## src/rtl/rffe_pkg.sv

```systemverilog
package rffe_pkg;
  localparam int SID_W     = 4;
  localparam int CMD_W     = 8;
  localparam int DATA_W    = 8;
  localparam int ADDR_W    = 5;
  localparam int CMD_BITS  = SID_W + CMD_W + 1;
  localparam int DATA_BITS = DATA_W + 1;
  localparam int STS_W     = 7;

  localparam logic [ADDR_W-1:0] A_REG0  = 5'h00;
  localparam logic [ADDR_W-1:0] A_STS   = 5'h1A;
  localparam logic [ADDR_W-1:0] A_GSID  = 5'h1B;
  localparam logic [ADDR_W-1:0] A_PROD  = 5'h1D;
  localparam logic [ADDR_W-1:0] A_MANUF = 5'h1E;
  localparam logic [ADDR_W-1:0] A_USID  = 5'h1F;

  // status bit positions
  localparam int S_SWRST = 7;
  localparam int S_CPAR  = 6;
  localparam int S_LEN   = 5;
  localparam int S_DPAR  = 3;
  localparam int S_RDUN  = 2;
  localparam int S_WRUN  = 1;
  localparam int S_BGID  = 0;

  typedef enum logic [2:0] {
    ST_IDLE, ST_CMD, ST_WDATA, ST_RPARK, ST_RDATA, ST_REND
  } seq_state_e;

  function automatic logic addr_known(input logic [ADDR_W-1:0] a);
    return a inside {A_REG0, A_STS, A_GSID, A_PROD, A_MANUF, A_USID};
  endfunction
endpackage

```

## src/rtl/rffe_edge.sv

```systemverilog
module rffe_edge #(
  parameter int N      = 2,
  parameter int STAGES = 2
) (
  input  logic         clk_i,
  input  logic         rst_ni,
  input  logic [N-1:0] in_i,
  output logic [N-1:0] lvl_o,
  output logic [N-1:0] rise_o,
  output logic [N-1:0] fall_o
);
  for (genvar g = 0; g < N; g++) begin : g_line
    logic [STAGES:0] q;
    always_ff @(posedge clk_i or negedge rst_ni) begin
      if (!rst_ni) q <= '0;
      else         q <= {q[STAGES-1:0], in_i[g]};
    end
    assign lvl_o[g]  = q[STAGES-1];
    assign rise_o[g] = q[STAGES-1] & ~q[STAGES];
    assign fall_o[g] = ~q[STAGES-1] & q[STAGES];
  end
endmodule

```

## src/rtl/rffe_regs.sv

```systemverilog
module rffe_regs
  import rffe_pkg::*;
#(
  parameter logic [DATA_W-1:0] PROD_ID  = 8'hD0,
  parameter logic [DATA_W-1:0] MANUF_ID = 8'h1A,
  parameter logic [1:0]        MANUF_HI = 2'b01
) (
  input  logic              clk_i,
  input  logic              rst_ni,
  input  logic [SID_W-1:0]  usid_i,
  input  logic              we_i,
  input  logic              re_i,
  input  logic [ADDR_W-1:0] addr_i,
  input  logic [DATA_W-1:0] wdata_i,
  input  logic [STS_W-1:0]  err_set_i,
  output logic [DATA_W-1:0] rdata_o,
  output logic [DATA_W-1:0] reg0_o,
  output logic [SID_W-1:0]  gsid_o
);
  logic [STS_W-1:0] sts_q;
  logic             swrst;

  assign swrst = we_i && addr_i == A_STS && wdata_i[S_SWRST];

  always_ff @(posedge clk_i or negedge rst_ni) begin
    if (!rst_ni) begin
      reg0_o <= '0;
      gsid_o <= '0;
      sts_q  <= '0;
    end else if (swrst) begin
      reg0_o <= '0;
      gsid_o <= '0;
      sts_q  <= '0;
    end else begin
      if (we_i && addr_i == A_REG0) reg0_o <= wdata_i;
      if (we_i && addr_i == A_GSID) gsid_o <= wdata_i[SID_W-1:0];
      sts_q <= ((re_i && addr_i == A_STS) ? '0 : sts_q) | err_set_i;
    end
  end

  always_comb begin
    unique case (addr_i)
      A_REG0:  rdata_o = reg0_o;
      A_STS:   rdata_o = {1'b0, sts_q};
      A_GSID:  rdata_o = {{(DATA_W-SID_W){1'b0}}, gsid_o};
      A_PROD:  rdata_o = PROD_ID;
      A_MANUF: rdata_o = MANUF_ID;
      A_USID:  rdata_o = {2'b00, MANUF_HI, usid_i};
      default: rdata_o = '0;
    endcase
  end
endmodule

```

## src/rtl/rffe_fsm.sv

```systemverilog
module rffe_fsm
  import rffe_pkg::*;
(
  input  logic              clk_i,
  input  logic              rst_ni,
  input  logic              sclk_lvl_i,
  input  logic              sclk_rise_i,
  input  logic              sclk_fall_i,
  input  logic              sdat_lvl_i,
  input  logic              sdat_rise_i,
  input  logic              sdat_fall_i,
  input  logic [SID_W-1:0]  usid_i,
  input  logic [SID_W-1:0]  gsid_i,
  input  logic [DATA_W-1:0] rdata_i,
  output logic              we_o,
  output logic              re_o,
  output logic [ADDR_W-1:0] addr_o,
  output logic [DATA_W-1:0] wdata_o,
  output logic [STS_W-1:0]  err_o,
  output logic              sdo_o,
  output logic              oe_o
);
  localparam int CNT_W = $clog2(CMD_BITS + 1);

  seq_state_e          state, state_n;
  logic [CNT_W-1:0]    cnt, cnt_n;
  logic [CMD_BITS-1:0] sh, sh_n, frame;
  logic [ADDR_W-1:0]   addr_q, addr_n;
  logic                armed, armed_n, sdo_n, oe_n;
  logic                rd_phase, ssc;
  logic [SID_W-1:0]    sid;
  logic [CMD_W-1:0]    cmd;
  logic                hit_own, hit_any;

  assign frame   = {sh[CMD_BITS-2:0], sdat_lvl_i};
  assign sid     = frame[CMD_BITS-1 -: SID_W];
  assign cmd     = frame[CMD_W:1];
  assign hit_own = sid == usid_i;
  assign hit_any = hit_own || sid == gsid_i || sid == '0;
  assign addr_o  = (state == ST_CMD) ? A_REG0 : addr_q;

  always_comb begin
    state_n = state; cnt_n = cnt; sh_n = sh; addr_n = addr_q;
    armed_n = armed; sdo_n = sdo_o; oe_n = oe_o;
    we_o = 1'b0; re_o = 1'b0; wdata_o = '0; err_o = '0;
    rd_phase = state inside {ST_RPARK, ST_RDATA, ST_REND};
    ssc = sdat_fall_i && !sclk_lvl_i && armed && !rd_phase;
    if (sclk_rise_i) armed_n = 1'b0;
    else if (sdat_rise_i && !sclk_lvl_i && !rd_phase) armed_n = 1'b1;
    if (ssc) begin
      armed_n = 1'b0;
      if (state == ST_WDATA) err_o[S_LEN] = 1'b1;
      state_n = ST_CMD;
      cnt_n   = '0;
    end else begin
      unique case (state)
        ST_CMD: if (sclk_fall_i) begin
          sh_n  = frame;
          cnt_n = cnt + 1'b1;
          if (cnt == CNT_W'(CMD_BITS - 1)) begin
            state_n = ST_IDLE;
            cnt_n   = '0;
            if (hit_any) begin
              if (!(^frame)) err_o[S_CPAR] = 1'b1;
              else if (cmd[CMD_W-1]) begin
                we_o    = 1'b1;
                wdata_o = {1'b0, cmd[CMD_W-2:0]};
              end else if (cmd[CMD_W-1 -: 3] == 3'b010) begin
                addr_n  = cmd[ADDR_W-1:0];
                state_n = ST_WDATA;
              end else if (cmd[CMD_W-1 -: 3] == 3'b011) begin
                if (!hit_own) err_o[S_BGID] = 1'b1;
                else begin
                  addr_n  = cmd[ADDR_W-1:0];
                  state_n = ST_RPARK;
                end
              end
            end
          end
        end
        ST_WDATA: if (sclk_fall_i) begin
          sh_n  = frame;
          cnt_n = cnt + 1'b1;
          if (cnt == CNT_W'(DATA_BITS - 1)) begin
            state_n = ST_IDLE;
            cnt_n   = '0;
            if (!(^frame[DATA_BITS-1:0])) err_o[S_DPAR] = 1'b1;
            else if (!addr_known(addr_q)) err_o[S_WRUN] = 1'b1;
            else begin
              we_o    = 1'b1;
              wdata_o = frame[DATA_W:1];
            end
          end
        end
        ST_RPARK: if (sclk_rise_i) begin
          sh_n = '0;
          sh_n[DATA_BITS-1:0] = {rdata_i, ~^rdata_i};
          re_o    = 1'b1;
          cnt_n   = '0;
          state_n = ST_RDATA;
          if (!addr_known(addr_q)) err_o[S_RDUN] = 1'b1;
        end
        ST_RDATA: if (sclk_rise_i) begin
          oe_n = 1'b1;
          if (cnt == CNT_W'(DATA_BITS)) begin
            sdo_n   = 1'b0;  // bus park bit
            state_n = ST_REND;
          end else begin
            sdo_n = sh[DATA_BITS-1];
            sh_n  = sh << 1;
            cnt_n = cnt + 1'b1;
          end
        end
        ST_REND: if (sclk_fall_i) begin
          oe_n    = 1'b0;
          state_n = ST_IDLE;
        end
        default: ;
      endcase
    end
  end

  always_ff @(posedge clk_i or negedge rst_ni) begin
    if (!rst_ni) begin
      state <= ST_IDLE; cnt <= '0; sh <= '0; addr_q <= '0;
      armed <= 1'b0; sdo_o <= 1'b0; oe_o <= 1'b0;
    end else begin
      state <= state_n; cnt <= cnt_n; sh <= sh_n; addr_q <= addr_n;
      armed <= armed_n; sdo_o <= sdo_n; oe_o <= oe_n;
    end
  end
endmodule

```

## src/rtl/rffe_slave.sv

```systemverilog
module rffe_slave
  import rffe_pkg::*;
#(
  parameter int                SYNC_STAGES = 2,
  parameter logic [DATA_W-1:0] PROD_ID     = 8'hD0,
  parameter logic [DATA_W-1:0] MANUF_ID    = 8'h1A,
  parameter logic [1:0]        MANUF_HI    = 2'b01
) (
  input  logic              clk_i,
  input  logic              rst_ni,
  input  logic              sclk_i,
  input  logic              sdata_i,
  input  logic [1:0]        ssel_i,
  output logic              sdata_o,
  output logic              sdata_oe_o,
  output logic [DATA_W-1:0] reg0_o
);
  logic [1:0]        lvl, rise, fall;
  logic              sclk_lvl;
  logic [SID_W-1:0]  usid, gsid;
  logic              we, re;
  logic [ADDR_W-1:0] addr;
  logic [DATA_W-1:0] wdata, rdata;
  logic [STS_W-1:0]  err_set;

  assign usid     = {2'b10, ssel_i};
  assign sclk_lvl = lvl[0];

  rffe_edge #(.N(2), .STAGES(SYNC_STAGES)) u_edge (
    .clk_i, .rst_ni, .in_i({sdata_i, sclk_i}),
    .lvl_o(lvl), .rise_o(rise), .fall_o(fall)
  );

  rffe_fsm u_fsm (
    .clk_i, .rst_ni,
    .sclk_lvl_i(lvl[0]), .sclk_rise_i(rise[0]), .sclk_fall_i(fall[0]),
    .sdat_lvl_i(lvl[1]), .sdat_rise_i(rise[1]), .sdat_fall_i(fall[1]),
    .usid_i(usid), .gsid_i(gsid), .rdata_i(rdata),
    .we_o(we), .re_o(re), .addr_o(addr), .wdata_o(wdata), .err_o(err_set),
    .sdo_o(sdata_o), .oe_o(sdata_oe_o)
  );

  rffe_regs #(.PROD_ID(PROD_ID), .MANUF_ID(MANUF_ID), .MANUF_HI(MANUF_HI)) u_regs (
    .clk_i, .rst_ni, .usid_i(usid), .we_i(we), .re_i(re), .addr_i(addr),
    .wdata_i(wdata), .err_set_i(err_set), .rdata_o(rdata), .reg0_o(reg0_o),
    .gsid_o(gsid)
  );
endmodule

```

## config.mk

```make
export PLATFORM = sky130hd
export DESIGN_NAME = rffe_slave
export DESIGN_NICKNAME = d
export VERILOG_FILES = /design/src/rtl/rffe_pkg.sv /design/src/rtl/rffe_edge.sv /design/src/rtl/rffe_regs.sv /design/src/rtl/rffe_fsm.sv /design/src/rtl/rffe_slave.sv
export SDC_FILE = /design/constraint.sdc
export NUM_CORES = 1
export LEC_CHECK = 0
export ABC_CLOCK_PERIOD_IN_PS = 2900
export BUFFER_PORTS_ARGS = -buffer_cell sky130_fd_sc_hd__buf_2
export CORE_ASPECT_RATIO = 1.2
export CORE_MARGIN = 5
export CORE_UTILIZATION = 54
export CTS_BUF_LIST = sky130_fd_sc_hd__clkbuf_4 sky130_fd_sc_hd__clkbuf_8 sky130_fd_sc_hd__clkbuf_16
export CTS_CLUSTER_SIZE = 30
export DETAILED_ROUTE_END_ITERATION = 6
export PLACE_DENSITY = 0.74
export SKIP_CTS_REPAIR_TIMING = 1
export SLEW_MARGIN = 40
export SYNTH_ARGS = -nofsm -noshare
export SYNTH_HDL_FRONTEND = slang
export SYNTH_HIERARCHICAL = 1
export SYNTH_SLANG_ARGS = --single-unit
```

## constraint.sdc

```tcl
create_clock -name clk_i -period 2.9 [get_ports clk_i]
set_input_delay 0.29 -clock clk_i [delete_from_list [all_inputs] [get_ports clk_i]]
set_output_delay 0.29 -clock clk_i [all_outputs]
set_load 0.005 [all_outputs]
```

==> summary.json <==
{
  "final-max-slew-violation-count": {"value": 0},
  "route.detailed.drc": {"value": 0},
  "result_of_the_run": {"value": "finished with violations"},
  "gr-usage-met3": {"value": 3.62, "unit": "%"},
  "timing.reg2reg.worst_path_depth": {"value": 12},
  "post_drt_via_cell_ratio": {"value": 6.06},
  "number_of_antenna_violations_at_the_first_check_in_global_routing": {"value": 0},
  "wl_per_cell": {"value": 17.9, "unit": "um"},
  "die-width": {"value": 82.2, "unit": "um"},
  "synth_edf_count": {"value": 0},
  "finalHoldViolations": {"value": 23},
  "die_area": {"value": 7950, "unit": "sq um"},
  "synth-seq-area-share": {"value": 38.5, "unit": "%"},
  "clock_tree.htree_level_count": {"value": 2},
  "initial_utilization": {"value": 55.9, "unit": "%"},
  "grt.met2_usage": {"value": 36.4, "unit": "%"},
  "drtIter0Drc": {"value": 203},
  "timing.critical_path.from": {"value": "u_fsm/state[2]"},
  "place_congestion": {"value": 0.887},
  "crit_type": {"value": "flip-flop to flip-flop"},
  "design.final.nets": {"value": 401},
  "max_slew_margin": {"value": 47.6, "unit": "%"},
  "groute.layer.met1.usage": {"value": 29.7, "unit": "%"},
  "cts_root_buf": {"value": "clkbuf_8"},
  "rrSetupSlack": {"value": 0.08, "unit": "ns"},
  "route.vias.total": {"value": 2858},
  "route.final.wire_length": {"value": 8430, "unit": "um"},
  "route.antenna.remaining_nets": {"value": 0},
  "critPathSlowestCell": {"value": "or3b_2"},
  "max_stage_delay": {"value": 0.48, "unit": "ns"},
  "cp.arrival": {"value": 2.99, "unit": "ns"},
  "worst_ir_drop_vdd": {"value": 0.845, "unit": "mV"},
  "synth-main-ff-cell": {"value": "dfrtp_1"},
  "portBuffers": {"value": 15},
  "timing.final.setup_violations": {"value": 0},
  "worst-endpoint-required": {"value": 3.07, "unit": "ns"},
  "power_density": {"value": 819, "unit": "nW/um^2"},
  "final.period_utilization": {"value": 97.3, "unit": "%"},
  "synth.distinct_cells": {"value": 63},
  "globalRoute.busiestLayer": {"value": "met2"},
  "fp-row-count": {"value": 31},
  "critical-path-top-delay-family": {"value": "compound AO/OA/AOI/OAI gates"},
  "critical_path_cell_count": {"value": 12},
  "post-synth-top-count-cell": {"value": "dfrtp_1"},
  "finalNonFillerCells": {"value": 472},
  "post-synth-top-area-fraction": {"value": 38.5, "unit": "%"},
  "clock_sink_count": {"value": 52},
  "core": {"value": 6050, "unit": "sq um"},
  "critPathLaunchType": {"value": "flip-flop"},
  "netlist_top_cells_count": {"value": "dfrtp_1 (52), nand2_1 (32), o21ai_0 (25)"},
  "n_antenna_cell": {"value": 0},
  "critical_path_peak_fanout": {"value": 14},
  "floorplan.io_pins": {"value": 16},
  "drt_first_pass_iters": {"value": 5},
  "layout.cell_area.non_filler": {"value": 3810, "unit": "sq um"},
  "placedCellCount": {"value": 460},
  "timing_worst_slew_pin_value": {"value": 0.784, "unit": "ns"},
  "number_of_global_route_vias_before_repair": {"value": 2725},
  "reg2reg_to": {"value": "u_fsm/sh[0]"},
  "mappedNetlistArea": {"value": 3380, "unit": "sq um"},
  "synth-seq-cells": {"value": 52},
  "yosysTopAreaCell": {"value": "dfrtp_1"},
  "synth-async-reset-ratio": {"value": 100, "unit": "%"},
  "critical_path.endpoint": {"value": "u_fsm/sh[0]"},
  "ys_warn_count": {"value": 6},
  "grt_start_max_net_pins": {"value": 30},
  "hpwl": {"value": 6330, "unit": "um"},
  "worst_setup_path_end_kind": {"value": "flip-flop"},
  "min_clock_period_post_route": {"value": 2.82, "unit": "ns"},
  "leading_cell_types_by_total_area_after_synthesis": {"value": "dfrtp_1 (38%), xnor2_1 (6.0%), o21ai_0 (3.7%)"},
  "gr-usage-all-layers": {"value": 22.2, "unit": "%"},
  "drv_cap": {"value": 0},
  "violations": {"value": "hold timing"},
  "die_height": {"value": 96.7, "unit": "um"},
  "clock_insertion_delay_worst_skew": {"value": 0.30, "unit": "ns"},
  "grt_pass1_wl": {"value": 13800, "unit": "um"},
  "cts_inserted_buffers": {"value": 5},
  "clk_pin_slew_worst_paths": {"value": 0.10, "unit": "ns"},
  "ctsLongestPathBuffers": {"value": 2},
  "globalRouteOverflowTotal": {"value": 0},
  "syn_avg_cell_area": {"value": 9.37, "unit": "sq um"},
  "startpoint_of_the_most_critical_register_to_register_path": {"value": "u_fsm/state[2]"},
  "fmax": {"value": 354, "unit": "MHz"},
  "whs": {"value": -0.0306, "unit": "ns"},
  "holdCritPathClass": {"value": "input pin to asynchronous set/reset pin"},
  "leakage_component_of_the_power": {"value": 0.00156, "unit": "uW"},
  "cts_tree": {"value": "done"},
  "layout-area-overhead-vs-synth": {"value": 12.8, "unit": "%"},
  "crit_path_cell_trace": {"value": "nor3b_2 > buf_4 > nor2b_1 > buf_4 > or3b_2 > o22ai_2 > a221o_1 > xnor2_2 > xnor2_1 > xnor2_1 > a221oi_1 > a21oi_1"},
  "placed_area": {"value": 3630, "unit": "sq um"},
  "fillers": {"value": 512},
  "synthesis.instances": {"value": 361},
  "timing.critical_path.buf_inv": {"value": 2},
  "fin_worst_skew": {"value": 0.0102, "unit": "ns"},
  "layout-drive-gt1-share": {"value": 21.3, "unit": "%"}
}
cell type report:
class / count / area [sq um] / share of cell area (%)
Clock buffer: 6 / 76.3 / 2.00
Inverter: 12 / 45.0 / 1.18
Timing Repair Buffer: 46 / 308 / 8.07
Sequential cell: 52 / 1300 / 34.1
Multi-Input combinational cell: 273 / 1980 / 51.8
Tap cell: 82 / 103 / 2.69
Clock inverter: 1 / 5.00 / 0.131
how the worst min path moves through the flow:
| stage | startpoint | to | slack, ns |
|---|---|---|---|
| after CTS | rst_ni | u_fsm/oe_o | -0.01 |
| final | rst_ni | u_regs/sts_q[5] | -0.03 |
| after global routing | rst_ni | u_fsm/oe_o | 0.01 |
| after floorplan | rst_ni | u_edge/g_line[0].q[0] | -0.006 |
| after detailed placement | rst_ni | u_fsm/oe_o | 0.31 |
| after global placement | rst_ni | u_fsm/oe_o | 0.32 |
metrics by stage:
step / hold slack (ns) / TNS [ns] / power [uW] / setup slack (ns) / util [%]
3_5_place_dp: 0.314 / 0 / 2610 / 0.0184 / 60.0
6_report: -0.0306 / 0 / 3120 / 0.0783 / 63.0
4_1_cts: -0.0137 / -0.183 / 3020 / -0.0323 / 61.4
2_1_floorplan: -0.00559 / 0 / 2150 / 0.0608 / -
3_3_place_gp: 0.319 / 0 / 2570 / 0.0554 / 60.0
5_1_grt: 0.0132 / -0.0466 / 3320 / -0.0466 / 63.0
cell usage in the layout (no fill, tap or decap), drive strengths merged, types with 4 or more instances in the layout:
cell	netlist	routed
dfrtp	52	52
buf	13	46
nand2	32	32
o21ai	27	27
xnor2	25	25
a21oi	22	22
nor2	20	20
nor3b	14	14
inv	12	12
a22o	10	10
nor3	9	9
mux2i	8	8
nand3	7	7
nor2b	7	7
nand3b	6	6
clkbuf	13	6
conb	3	5
mux2	5	5
a221o	5	5
ha	5	5
a32o	5	5
and2b	4	4
o22ai	4	4
kinds of logic after synthesis:
family / Yosys count / share of synthesized area (%)
AO/OA/AOI/OAI: 96 / 19.4
XOR/XNOR: 27 / 8.29
adder cells (fa/ha/maj): 5 / 1.85
buffers and inverters: 38 / 5.18
flip-flops: 52 / 38.5
multiplexers: 13 / 4.03
other: 3 / 0.333
AND/OR/NAND/NOR: 127 / 22.5
layer usage:
layer,share of wire (%),wire (um)
met2,52,4340
met5,0,0
met3,4.2,352
met4,2.3,197
met1,42,3540
worst reg2reg max path: cells and delay by family (launching register included):
family                    cells  cell delay (ns)
AOI/OAI and AO/OA             4             0.77
xor gates and xnor gates      3             0.42
buffers and inverters         2             0.35
DFF                           1             0.40
and+or+nand+nor               3             0.76
state kept, by name, summed over array words and instances (netlist names):
name             flops
u_fsm/sdo_o          1
u_fsm/state          3
u_fsm/cnt            4
u_regs/sts_q         7
u_fsm/oe_o           1
u_edge/g_line.q      6
u_regs/gsid_o        4
u_fsm/sh            12
u_fsm/addr_q         5
u_fsm/armed          1
u_regs/reg0_o        8
where the power goes:
group          switching (uW)  internal (uW)
Combinational             882            826
Sequential                165            844
Clock                     232            174
Total                    1280           1840
(Power assumes the default switching activity.)
